File: src/rtl/ocb_timer.sv
module ocb_timer #(
  parameter int CW      = 20,
  parameter int FILT_T0 = 5,
  parameter int FILT_T1 = 50,
  parameter int FILT_T2 = 150,
  parameter int FILT_T3 = 400,
  parameter int REG_T0  = 5000,
  parameter int REG_T1  = 80000,
  parameter int REG_T2  = 320000
) (
  input  logic       clk,
  input  logic       rst_n,
  input  logic       enable,
  input  logic       tick,
  input  logic       over_nom,
  input  logic       over_quick,
  input  logic [1:0] filt_sel,
  input  logic [1:0] qt_sel,
  input  logic       reg_en,
  input  logic [1:0] reg_sel,
  output logic       trip,
  output logic       regulate,
  output logic [1:0] qt_level
);

  localparam logic [CW-1:0] F0 = CW'(FILT_T0 - 1);
  localparam logic [CW-1:0] F1 = CW'(FILT_T1 - 1);
  localparam logic [CW-1:0] F2 = CW'(FILT_T2 - 1);
  localparam logic [CW-1:0] F3 = CW'(FILT_T3 - 1);
  localparam logic [CW-1:0] P0 = CW'(REG_T0 - 1);
  localparam logic [CW-1:0] P1 = CW'(REG_T1 - 1);
  localparam logic [CW-1:0] P2 = CW'(REG_T2 - 1);

  logic [CW-1:0] cnt;
  logic [CW-1:0] filt_lim;
  logic [CW-1:0] reg_lim;
  logic [CW-1:0] lim;
  logic          tripped;
  logic          qt_on;
  logic          qt_hit;
  logic          span_done;
  logic          fire;

  always_comb begin
    case (qt_sel)
      2'b00:   qt_level = 2'b10;
      2'b01:   qt_level = 2'b01;
      2'b10:   qt_level = 2'b11;
      default: qt_level = 2'b00;
    endcase
  end

  always_comb begin
    case (filt_sel)
      2'b00:   filt_lim = F0;
      2'b01:   filt_lim = F1;
      2'b10:   filt_lim = F2;
      default: filt_lim = F3;
    endcase
  end

  always_comb begin
    case (reg_sel)
      2'b00:   reg_lim = P0;
      2'b01:   reg_lim = P1;
      default: reg_lim = P2;
    endcase
  end

  assign lim       = reg_en ? reg_lim : filt_lim;
  assign qt_on     = (qt_level != 2'b00);
  assign qt_hit    = qt_on && over_quick;
  assign span_done = over_nom && tick && (cnt >= lim);
  assign fire      = enable && !tripped && (qt_hit || span_done);

  always_ff @(posedge clk or negedge rst_n) begin
    if (!rst_n) begin
      cnt      <= '0;
      tripped  <= 1'b0;
      trip     <= 1'b0;
      regulate <= 1'b0;
    end else begin
      trip     <= fire;
      regulate <= enable && !tripped && !fire && reg_en && over_nom;
      if (!enable)
        tripped <= 1'b0;
      else if (fire)
        tripped <= 1'b1;
      if (!enable || tripped || fire || !over_nom)
        cnt <= '0;
      else if (tick)
        cnt <= cnt + 1'b1;
    end
  end

  p_disable_quiet_r1: assert property (@(posedge clk) disable iff (!rst_n)
    !enable |=> (!trip && !regulate));

  p_trip_has_cause_r2: assert property (@(posedge clk) disable iff (!rst_n)
    trip |-> $past(over_nom || over_quick));

  p_quick_now_r5: assert property (@(posedge clk) disable iff (!rst_n)
    (enable && !tripped && qt_on && over_quick) |=> trip);

  p_reg_needs_mode_r7: assert property (@(posedge clk) disable iff (!rst_n)
    regulate |-> $past(reg_en && over_nom && enable));

  p_single_pulse_r10: assert property (@(posedge clk) disable iff (!rst_n)
    trip |=> !trip);

endmodule

File: config.mk
export PLATFORM = sky130hd
export DESIGN_NAME = ocb_timer
export DESIGN_NICKNAME = d
export VERILOG_FILES = /design/src/rtl/ocb_timer.sv
export SDC_FILE = /design/constraint.sdc
export NUM_CORES = 1
export LEC_CHECK = 0
export BUFFER_PORTS_ARGS = -buffer_cell sky130_fd_sc_hd__buf_2
export CORE_MARGIN = 4
export CORE_UTILIZATION = 40
export DETAILED_ROUTE_END_ITERATION = 8
export PLACE_DENSITY = 0.55
export SLEW_MARGIN = 20
export SYNTH_ARGS = -nofsm -noshare
export SYNTH_HDL_FRONTEND = slang
export SYNTH_SLANG_ARGS = --single-unit
File: constraint.sdc
create_clock -name clk -period 6.15 [get_ports clk]
set_input_delay 0.615 -clock clk [delete_from_list [all_inputs] [get_ports clk]]
set_output_delay 0.615 -clock clk [all_outputs]
set_load 0.005 [all_outputs]
==> reports/results.ini <==
[setup_path]
path_cells=buf_2 -> nand2b_1 -> or2_2 -> ha_1 -> a2111oi_4 -> nor3_1 -> a211oi_2 -> a21oi_2 -> buf_4 -> a31o_1
critPathLaunchType=input pin
arrival_ps=2810
path_depth=10
path_class=in2reg
crit_family=compound AO/OA/AOI/OAI gates
crit_buf_inv=2
reg2reg_depth=7
critPathMaxFanout=21
worstPathRequired_ps=6310
critPathCaptureType=register
slowest_stage=a2111oi_4
critPathMaxStageDelay_ps=340

[placement]
portBuffers=16
dp_hpwl_um=3120
routabilityCongestion=0.788
place_area_sq_um=1980

[synth]
yosysSeqAreaShare=0.307
async_flop_share=1.00
synth_top_area_cell=dfrtp_1
avgSynthCellArea_sq_um=10.1
yosys_warnings=0
ys.flop_type=dfrtp_1
synthTopCellsByCount=ha_1, dfrtp_1, nor3_2, xor2_1, nand2_1
syn_inst=186
ys_types=42
synth_edf_count=0
synth_nets=226
synth_top_area_frac=0.307
yosysMostFrequentCell=ha_1
synthTopCellsByArea=dfrtp_1, ha_1, nor3_2
synth_seq_cells=23
syn_area_sq_um=1870

[pwr]
irDropWorstVdd_uv=64.1
p_leak_nw=0.896
power.density_nw_per_um2=141

[timing]
finalMaxSlewViolations=0
rsz0062_at_grt=false
min_period_over_period=0.430
worst_pin_slew_ps=539
setup_viol=0
fin_crit_ps=2650
hold_viol=0
max_clock_freq_mhz=378
fin_skew_ps=3.81
slew_headroom=0.641
finalSetupTns_ps=0

[floorplanning]
core_area_sq_um=4440
die_area_sq_um=5840
fp.dieW_um=76.4
io_pins=17
fp-row-count=24
start_util=0.421
die_y_um=76.4

[clock_tree]
path_clk_slew_ps=80
root_buffer=clkbuf_8
clk_latency_ps=260
cts_buffer_depth=2
ctsResizeCount=0
cts_setup_buffers=0
htreeDepth=1
cts_tree=done
cts_sinks=23
cts_made_buffers=3
cts_hold_buf=0

[final_layout]
fin_nets=243
area_growth_syn_to_layout_pct=8.22
diodes=0
fin_util=0.456
design_area_sq_um=2030
drive_gt1_frac=0.238

[detailed_routing]
ant_nets=0
wire_per_inst_um=15.6
routed_via_density=5.44
wl_um=3960
vias=1381
drt_iter0_markers=88
firstDrtPassIters=4
drcViolationCount=0

[global_route]
grt_util_all_layers=0.141
grt_overflow=0
grt_pass1_wl_um=6780
antenna_found_initial=0
grt_max_degree=24
grt_pass1_vias=1400

[hold_path]
hold_path_class=in2async

[job]
max-cap-violations=0

[outcome]
outcome=complete, no violations

==> path summary, 6_finish.rpt <==
check,endpoint,slack (ps),from
setup reg to reg,tripped$_DFFE_PN0P_,3930,cnt[9]$_DFFE_PN0P_
setup / recovery,tripped$_DFFE_PN0P_,3500,reg_en
max in group asynchronous,cnt[14]$_DFFE_PN0P_,5470,rst_n
hold / removal,cnt[16]$_DFFE_PN0P_,330,rst_n
min in group clk,trip$_DFF_PN0_,540,tripped$_DFFE_PN0P_
hold reg to reg,trip$_DFF_PN0_,540,tripped$_DFFE_PN0P_
==> flip-flops by register name (all words and copies together) (netlist names) <==
signal,cells
trip,1
regulate,1
cnt,20
tripped,1
==> cells by family after synthesis <==
kind of cell	synth area share
DFF	0.307
buffers and inverters	0.0414
adders and majority gates	0.180
AOI/OAI and AO/OA	0.0955
muxes	0.00534
xor gates and xnor gates	0.0888
and+or+nand+nor	0.281
==> layout by cell type (no fill, tap or decap), types with 4 or more instances in the layout <==
cell type	instances
nand2_1	12
and3_1	4
nor2_1	8
dfrtp_1	23
o21ai_0	7
ha_1	27
nor2b_1	4
buf_2	16
nor3_1	4
nand3_1	6
inv_1	7
xnor2_1	6
a21oi_1	4
nand4_1	7
xor2_1	13
nor3_2	20
==> power breakdown <==
group	internal, mW	leakage, nW	switching, mW
clock network	0.0462	0.0228	0.0481
logic	0.0148	0.554	0.0242
registers	0.152	0.319	0.000668
total	0.213	0.896	0.0730
==> per-layer routing <==
layer,GRT usage,vias up,routed length (um)
met5,0,-,0
met4,0.0453,0,61
met3,0.0284,9,141
met2,0.236,23,1870
met1,0.182,649,1890
li1,-,700,-
==> cell type report <==
type | count | area [sq um]
Inverter | 7 | 26.3
Tap cell | 52 | 65.1
Clock buffer | 4 | 45.0
Fill cell | 422 | 2420
Multi-Input combinational cell | 150 | 1220
Sequential cell | 23 | 576
Timing Repair Buffer | 18 | 95.1
==> worst reg2reg max path: cells and delay by family (launching register included) <==
family	cells	cell delay [ps]
compound gates	4	940
flops	1	460
fa+ha+maj	1	370
buf+inv	1	250
simple gates	1	100
==> through the flow <==
stage	total power [mW]	hold slack [ps]	std cells	setup WS [ps]
floorplan	0.179	319	186	3630
global placement	0.193	517	250	3260
detailed placement	0.195	525	250	3210
CTS	0.292	341	254	3510
global route	0.303	367	254	3350
finish	0.286	326	254	3500
Power figures use the tool's default switching activity.
